`src/rtl/seg_xlate_pkg.sv`:
```
package seg_xlate_pkg;
  typedef enum logic [1:0] {
    FLT_RANGE  = 2'd0,
    FLT_ABSENT = 2'd1,
    FLT_BOUND  = 2'd2,
    FLT_RIGHTS = 2'd3
  } fault_e;

  typedef enum logic [1:0] {
    ACC_RD   = 2'd0,
    ACC_WR   = 2'd1,
    ACC_EX   = 2'd2,
    ACC_NONE = 2'd3
  } acc_e;

  typedef enum logic [1:0] {
    FLD_BASE  = 2'd0,
    FLD_LIMIT = 2'd1,
    FLD_ATTR  = 2'd2,
    FLD_COUNT = 2'd3
  } fld_e;

  localparam int ATTR_W     = 4;
  localparam int ATTR_VALID = 0;
  localparam int ATTR_RD    = 1;
  localparam int ATTR_WR    = 2;
  localparam int ATTR_EX    = 3;
endpackage

```
`src/rtl/seg_table.sv`:
```
module seg_table
  import seg_xlate_pkg::*;
#(
  parameter int NSEG = 8,
  parameter int AW   = 32,
  parameter int IDXW = 3,
  parameter int SEGW = 4
) (
  input  logic              clk,
  input  logic              rst,
  input  logic              wr_en,
  input  fld_e              wr_fld,
  input  logic [IDXW-1:0]   wr_idx,
  input  logic [AW-1:0]     wr_data,
  input  logic [IDXW-1:0]   rd_idx,
  output logic [AW-1:0]     rd_base,
  output logic [AW-1:0]     rd_limit,
  output logic [ATTR_W-1:0] rd_attr,
  output logic [SEGW-1:0]   seg_count
);
  // start and length fields: plain RAM style, no reset
  logic [AW-1:0] base_mem  [NSEG];
  logic [AW-1:0] limit_mem [NSEG];
  logic [ATTR_W-1:0] attr_vec [NSEG];
  logic [SEGW-1:0] count_q;

  always_ff @(posedge clk) begin
    if (wr_en && wr_fld == FLD_BASE)  base_mem[wr_idx]  <= wr_data;
    if (wr_en && wr_fld == FLD_LIMIT) limit_mem[wr_idx] <= wr_data;
  end

  // attribute bits carry reset so every entry starts absent
  genvar g;
  generate
    for (g = 0; g < NSEG; g++) begin : g_attr
      logic [ATTR_W-1:0] attr_q;
      always_ff @(posedge clk) begin
        if (rst)
          attr_q <= '0;
        else if (wr_en && wr_fld == FLD_ATTR && wr_idx == IDXW'(g))
          attr_q <= wr_data[ATTR_W-1:0];
      end
      assign attr_vec[g] = attr_q;
    end
  endgenerate

  always_ff @(posedge clk) begin
    if (rst)
      count_q <= '0;
    else if (wr_en && wr_fld == FLD_COUNT)
      count_q <= wr_data[SEGW-1:0];
  end

  assign rd_base   = base_mem[rd_idx];
  assign rd_limit  = limit_mem[rd_idx];
  assign rd_attr   = attr_vec[rd_idx];
  assign seg_count = count_q;
endmodule

```
`src/rtl/seg_check.sv`:
```
module seg_check
  import seg_xlate_pkg::*;
#(
  parameter int NSEG = 8,
  parameter int AW   = 32,
  parameter int SEGW = 4
) (
  input  logic [SEGW-1:0]   seg,
  input  logic [AW-1:0]     off,
  input  acc_e              acc,
  input  logic [AW-1:0]     base,
  input  logic [AW-1:0]     limit,
  input  logic [ATTR_W-1:0] attr,
  input  logic [SEGW-1:0]   count,
  output logic              fault,
  output fault_e            cause,
  output logic [AW-1:0]     lin_addr
);
  logic allowed;

  always_comb begin
    case (acc)
      ACC_RD:  allowed = attr[ATTR_RD];
      ACC_WR:  allowed = attr[ATTR_WR];
      ACC_EX:  allowed = attr[ATTR_EX];
      default: allowed = 1'b0;
    endcase
  end

  // fixed priority: range, presence, length, permission
  always_comb begin
    fault = 1'b1;
    cause = FLT_RANGE;
    if (seg >= count || seg >= SEGW'(NSEG))
      cause = FLT_RANGE;
    else if (!attr[ATTR_VALID])
      cause = FLT_ABSENT;
    else if (off >= limit)
      cause = FLT_BOUND;
    else if (!allowed)
      cause = FLT_RIGHTS;
    else
      fault = 1'b0;
  end

  assign lin_addr = base + off;
endmodule

```
`src/rtl/seg_xlate_top.sv`:
```
module seg_xlate_top
  import seg_xlate_pkg::*;
#(
  parameter int NSEG = 8,
  parameter int AW   = 32,
  localparam int IDXW = (NSEG > 1) ? $clog2(NSEG) : 1,
  localparam int SEGW = IDXW + 1
) (
  input  logic            clk,
  input  logic            rst,
  input  logic            cfg_we,
  input  logic [1:0]      cfg_sel,
  input  logic [IDXW-1:0] cfg_idx,
  input  logic [AW-1:0]   cfg_wdata,
  input  logic            req_valid,
  input  logic [SEGW-1:0] req_seg,
  input  logic [AW-1:0]   req_off,
  input  logic [1:0]      req_acc,
  output logic            rsp_valid,
  output logic [AW-1:0]   rsp_addr,
  output logic            rsp_trap,
  output logic [1:0]      rsp_cause
);
  logic [AW-1:0]     ent_base;
  logic [AW-1:0]     ent_limit;
  logic [ATTR_W-1:0] ent_attr;
  logic [SEGW-1:0]   cur_count;
  logic              chk_fault;
  fault_e            chk_cause;
  logic [AW-1:0]     chk_addr;

  seg_table #(.NSEG(NSEG), .AW(AW), .IDXW(IDXW), .SEGW(SEGW)) u_table (
    .clk       (clk),
    .rst       (rst),
    .wr_en     (cfg_we),
    .wr_fld    (fld_e'(cfg_sel)),
    .wr_idx    (cfg_idx),
    .wr_data   (cfg_wdata),
    .rd_idx    (req_seg[IDXW-1:0]),
    .rd_base   (ent_base),
    .rd_limit  (ent_limit),
    .rd_attr   (ent_attr),
    .seg_count (cur_count)
  );

  seg_check #(.NSEG(NSEG), .AW(AW), .SEGW(SEGW)) u_check (
    .seg      (req_seg),
    .off      (req_off),
    .acc      (acc_e'(req_acc)),
    .base     (ent_base),
    .limit    (ent_limit),
    .attr     (ent_attr),
    .count    (cur_count),
    .fault    (chk_fault),
    .cause    (chk_cause),
    .lin_addr (chk_addr)
  );

  always_ff @(posedge clk) begin
    if (rst) begin
      rsp_valid <= 1'b0;
      rsp_trap  <= 1'b0;
      rsp_cause <= 2'd0;
      rsp_addr  <= '0;
    end else begin
      rsp_valid <= req_valid;
      rsp_trap  <= req_valid && chk_fault;
      rsp_cause <= (req_valid && chk_fault) ? chk_cause : 2'd0;
      rsp_addr  <= (req_valid && !chk_fault) ? chk_addr : '0;
    end
  end
endmodule

```
`config.mk`:
```
export PLATFORM = sky130hd
export DESIGN_NAME = seg_xlate_top
export DESIGN_NICKNAME = d
export VERILOG_FILES = /design/src/rtl/seg_xlate_pkg.sv /design/src/rtl/seg_table.sv /design/src/rtl/seg_check.sv /design/src/rtl/seg_xlate_top.sv
export SDC_FILE = /design/constraint.sdc
export NUM_CORES = 1
export LEC_CHECK = 0
export BUFFER_PORTS_ARGS = -buffer_cell sky130_fd_sc_hd__buf_4
export CORE_ASPECT_RATIO = 1.2
export CORE_MARGIN = 3
export CORE_UTILIZATION = 43
export DETAILED_ROUTE_END_ITERATION = 6
export RECOVER_POWER = 50
export REMOVE_ABC_BUFFERS = 1
export SETUP_SLACK_MARGIN = 0.5
export SYNTH_ARGS = -nofsm -noshare
export SYNTH_HDL_FRONTEND = slang
export SYNTH_SLANG_ARGS = --single-unit
export TNS_END_PERCENT = 1
```
`constraint.sdc`:
```
create_clock -name clk -period 5.7 [get_ports clk]
set_input_delay 1.14 -clock clk [delete_from_list [all_inputs] [get_ports clk]]
set_output_delay 1.14 -clock clk [all_outputs]
set_load 0.005 [all_outputs]
```
[Yosys cells after proc, flatten, opt, wreduce, memory -nomap -nowiden]
Memories as Yosys holds them, arrays and structs flattened.
Index checks and enable logic that the tools add are counted.
Storage, ports and cells
  bits in registers: 72
  memory bits (writable): 512
  input bits: 79
  output and inout port bits: 36
  word-level logic and storage cells: 74
  memories: 2
Memory list
  u_table.base_mem: depth 8, bits a word 32, rd ports 1, clocked after memory_dff 0, wr ports 1, RTL line seg_table.sv:22  | logic [AW-1:0] base_mem [NSEG];
  u_table.limit_mem: depth 8, bits a word 32, rd ports 1, clocked after memory_dff 0, wr ports 1, RTL line seg_table.sv:23  | logic [AW-1:0] limit_mem [NSEG];
Operators by class
  add/subtract/negate cells: 1
  order comparisons: 4
  equality and inequality tests: 12
  mux-type cells: 15
  bitwise logic cells: 4
  reduce and logical (&&, ||, !) cells: 22
Operators with widths (number)
  $add 32x32->32: 1
  $ge 32x32->1: 1
  $logic_and 1x1->1: 14
  $bmux 4 s3: 1
  $eq 3x3->1 const B: 4
  $mux 1: 9
  $ge 4x4->1 const B: 2
  $mux 4: 2
  $eq 2x2->1 const B: 3
  $eq 3x2->1 const B: 2
  $eq 2x1->1 const B: 2
  $ge 4x4->1: 1
  $logic_not 2->1: 2
  $mux 2: 2
  $not 3->4: 1
  $reduce_or 4->1: 1
  $eq 3x1->1 const B: 1
  $logic_not 3->1: 1
  $not 1->1: 3
  $pmux 1 s3: 1
  $reduce_or 3->1: 1
  $reduce_or 2->1: 1
  $logic_not 1->1: 1
  $logic_or 1x1->1: 1

[Depth between registers and ports, before layout]
  word-level depth: 13
  depth in mapped cells: 17
  depth with buffers taken out: 14

[Modules after synthesis]
From an unflattened synthesis, not the netlist that was laid out.
Unflattened totals
  cell total of the unflattened synthesis: 1385
  area total of the unflattened synthesis: 24922.7 sq um
Modules (own cells, without submodules)
  seg_table: times used 1, cells each 917, area each 20970.1 sq um, sequential area each 16095.4 sq um
  seg_check: times used 1, cells each 387, area each 2753.9 sq um, sequential area each 0.0 sq um
  seg_xlate_top: times used 1, cells each 81, area each 1198.6 sq um, sequential area each 720.7 sq um

[Least setup slack after synthesis]
No wires, ideal clock.
  path kind: in2reg
  from: in cfg_sel[1]
  to: mem u_table.base_mem[0][0] (enable)
  setup time: 501 ps
  arrival: 4843 ps
  slack: 355 ps
  stages: 3
  path buffers: 1
  path through: or3b_2 -> clkbuf_1 -> nor4_1
Between the ends
  longest elaborated chain between the ends: 4
RTL lines
  from (decl): RTL line seg_xlate_top.sv:12  | input logic [1:0] cfg_sel,
  $logic_not 2->1: RTL line seg_table.sv:28  | if (wr_en && wr_fld == FLD_BASE) base_mem[wr_idx] <= wr_data;
  $logic_and 1x1->1: RTL line seg_table.sv:28
  $mux 1: RTL line seg_table.sv:28
  $mux 1 (implied by the code): RTL line seg_table.sv:28
  to (decl): RTL line seg_table.sv:22
No other way between the ends.

[Worst setup path after layout]
  from: in req_seg[0]
  to: reg rsp_addr[30]
Between the ends
  longest elaborated chain between the ends: 13
  elaborated cells on any way between the ends: 20
RTL lines
  from (decl): RTL line seg_xlate_top.sv:16  | input logic [SEGW-1:0] req_seg,
  parallel branches: the longest is 13 deep, another holds $mem_v2 8x32
  to (signal assigned): RTL line seg_xlate_top.sv:69  | rsp_addr <= (req_valid && !chk_fault) ? chk_addr : '0;
  to (decl): RTL line seg_xlate_top.sv:20  | output logic [AW-1:0] rsp_addr,
Parallel ways; which one is timed is not known. The select of a mux whose other input is x is not followed.
A chain may end at the register's enable or synchronous reset.

==> results.sh <==
export IMPL_status="finished, violations left"
export IMPL_violations="max-capacitance violations, max-slew violations"
export IMPL_cp_required_ps=6190
export IMPL_portBuffers=114
export IMPL_ys_types=60
export IMPL_grt_total_usage=0.196
export IMPL_p_comb_frac=0.079
export IMPL_vias_per_cell=5.59
export IMPL_max_cap_viol_count=2
export IMPL_final_cell_count_no_fill=2210
export IMPL_cp_arrival_ps=4990
export IMPL_ys_warnings_count=0
export IMPL_dp_cells=2101
export IMPL_worstMarginPinSlew_ps=1670
export IMPL_totalPowerFinal_mw=9.26
export IMPL_avgSynthCellArea_sq_um=18.6
export IMPL_synth_ff_type="edfxtp_1"
export IMPL_final_hold_viol_count=0
export IMPL_synth_area_top_cells="edfxtp_1 64%, mux4_2 13%, dfxtp_1 6.0%, ha_1 3.5%, mux2i_1 3.0%"
export IMPL_finalNetCount=1587
export IMPL_power_per_cell_area_nw_per_um2=333
export IMPL_critPathMaxStageDelay_ps=550
export IMPL_p_leak_nw=9.60
export IMPL_start_kind="input pin"
export IMPL_htreeDepth=2
export IMPL_crit_path_cell_trace="buf_8 > buf_12 > buf_4 > mux4_2 > mux2i_1 > ha_1 > nand4_1 > or2_2 > a2111oi_0 > o21a_1 > nor3_2 > nand3_2 > buf_4 > nand4b_1 > nand2_1"
export IMPL_critPathTopFamily="buffers and inverters"
export IMPL_ctsHoldBuffers=0
export IMPL_final_layout_size_suffix_gt1_frac=0.273
export IMPL_start_util=0.436
export IMPL_dieArea_sq_um=58800
export IMPL_die_y_microns=265
export IMPL_synth_seq_cells=584
export IMPL_p_int_mw=7.26
export IMPL_critPathKind="in -> reg"
export IMPL_synth_area_sq_um=24000
export IMPL_cts_made_buffers=57
export IMPL_path_clk_slew_ps=70
export IMPL_synth_edf_count=512
export IMPL_drc_errors=0
export IMPL_post_cts_resized=0
export IMPL_antenna_found_initial=2
export IMPL_fp_dieW_microns=222
export IMPL_rsz0062_at_grt="false"
export IMPL_syn2layout_area_growth_pct=15.7
export IMPL_yosysSeqAreaShare=0.700
export IMPL_wl_microns=57700
export IMPL_gp_congestion=0.852
export IMPL_drtAntennaViolNets=0
export IMPL_hold_class="reg -> reg"
export IMPL_cts_sinks=584
export IMPL_synth_top_cell_area_share=0.640
export IMPL_clk_latency_ps=610
export IMPL_vias=12300
export IMPL_grt_max_degree=39
export IMPL_power_switching_mw=2.00
export IMPL_grt_pass1_wl_microns=84900
export IMPL_num_rows=94
export IMPL_cp_end_kind="flip-flop"
export IMPL_slew_violations=51
export IMPL_synth_cells=1291
export IMPL_crit_top_cell="buf_4"
export IMPL_routedWlPerCell_microns=26.1
export IMPL_num_fill_cells=4522
export IMPL_cts_buffer_depth=3
export IMPL_drt_initial_drc_count=1039
export IMPL_layout_min_cycle_time_ps=4500
export IMPL_tritoncts="yes"
export IMPL_postCtsSetupRepairBufs=0
export IMPL_grt_pass1_vias=12700
export IMPL_cp_slowest_cell="a2111oi_0"
export IMPL_slew_limit_headroom=-0.115
export IMPL_ys_top_cells_by_count="512 x edfxtp_1, 136 x mux4_2, 104 x nor2_1"
export IMPL_root_buffer="clkbuf_16"
export IMPL_ios=115
export IMPL_dp_hpwl_microns=36300
export IMPL_critical_path_buf_inv_count=4
export IMPL_fin_setup_tns_ps=0
export IMPL_fin_crit_sh=0.789
export IMPL_power_frac_clock=0.412
export IMPL_synth_top_area_cell="edfxtp_1"
export IMPL_timing_fmax_ghz=0.222
export IMPL_multi_input_area_sq_um=7010
export IMPL_seqCellArea_sq_um=16800
export IMPL_async_reset_ff_frac=0
export IMPL_vdd_ir_drop_max_v=0.000212
export IMPL_critPathMaxFanout=33
export IMPL_power_frac_seq=0.508
export IMPL_overflow=0
export IMPL_synth_most_common_cell="edfxtp_1"
export IMPL_skew_ps=14.7
export IMPL_setup_violations=0
export IMPL_dr_pass1_iters=5
export IMPL_sw_frac_of_total=0.216
export IMPL_final_core_util=0.505
export IMPL_core_area_sq_um=55000
## power groups by stage
| stage | sequential, mW | combinational, mW | clock [mW] |
|---|---|---|---|
| after floorplan | 4.79 | 0.416 | 0 |
| after global placement | 4.79 | 0.748 | 0 |
| after detailed placement | 4.80 | 0.753 | 0 |
| after CTS | 4.70 | 0.756 | 3.90 |
| after global routing | 4.71 | 0.804 | 4.06 |
| final | 4.71 | 0.736 | 3.82 |
## routing by layer
layer  global-route usage  vias to the layer above  share of wire
met5                    0                        -        0.00035
met4               0.0375                        2          0.015
met3               0.0337                       58          0.051
met2                0.331                      312           0.50
met1                0.274                     6466           0.43
li1                     -                     5507              -
## cell families (layout without fill, tap and decap cells)
logic type / after synthesis / count (layout) / share of synthesized area
fa+ha+maj: 68 / 68 / 0.0357
flops: 584 / 584 / 0.700
buf+inv: 75 / 273 / 0.0130
mux: 240 / 240 / 0.173
xor+xnor: 27 / 27 / 0.00984
simple gates: 180 / 180 / 0.0349
compound gates: 117 / 117 / 0.0341
other cells: 0 / 1 / 0
## path summary, 6_finish.rpt
check	end	from	depth (start not counted)	slack, ps
hold reg to reg	u_table.g_attr[3].attr_q[1]	u_table.g_attr[3].attr_q[1]	2	490
hold / removal	u_table.g_attr[3].attr_q[1]	u_table.g_attr[3].attr_q[1]	2	490
setup / recovery	rsp_addr[30]	req_seg[0]	15	1200
setup reg to reg	rsp_addr[20]	u_table.base_mem[3][0]	14	1920
## worst min-delay path, stage by stage (launching register included)
cell and delay (ps):
dfxtp_1 330, mux2i_1 60, nor2_1 70
## layout make-up
| type | count | share of cell area |
|---|---|---|
| Antenna cell | 1 | 0.0000900 |
| Clock buffer | 89 | 0.0619 |
| Clock inverter | 19 | 0.00752 |
| Inverter | 14 | 0.00189 |
| Multi-Input combinational cell | 632 | 0.252 |
| Sequential cell | 584 | 0.605 |
| Tap cell | 720 | 0.0324 |
| Timing Repair Buffer | 151 | 0.0389 |
## metrics by stage
stage | hold WS [ps] | setup slack, ps | area [sq um]
floorplan | 455 | 427 | 23800
global placement | 468 | 610 | 26000
detailed placement | 473 | 493 | 26000
CTS | 495 | 1110 | 27900
global route | 524 | 925 | 27800
finish | 491 | 1200 | 27800
## sequential cells by signal, summed over array words and instances (netlist names)
| signal | cells |
|---|---|
| rsp_addr | 32 |
| rsp_cause | 2 |
| rsp_trap | 1 |
| rsp_valid | 1 |
| u_table.base_mem | 256 |
| u_table.g_attr.attr_q | 32 |
| u_table.limit_mem | 256 |
| u_table.seg_count | 4 |
## cells in the final DEF, fill, tap and decap left out, drive strengths merged, types with 4 or more instances in the layout
master | netlist | routed
nand2b | 7 | 7
edfxtp | 512 | 512
nand2 | 16 | 16
ha | 67 | 67
mux2 | 33 | 33
xnor2 | 13 | 13
dfxtp | 72 | 72
buf | 23 | 103
a21oi | 27 | 27
nor3 | 6 | 6
xor2 | 14 | 14
inv | 14 | 16
nor2 | 104 | 104
nand3 | 10 | 10
mux2i | 71 | 71
a21o | 36 | 36
a211oi | 5 | 5
nand3b | 5 | 5
nand4 | 12 | 12
bufinv | 0 | 4
clkinv | 0 | 10
a31oi | 4 | 4
clkbuf | 38 | 137
or2 | 5 | 5
o21ai | 15 | 15
mux4 | 136 | 136
Power figures use the tool's default switching activity.
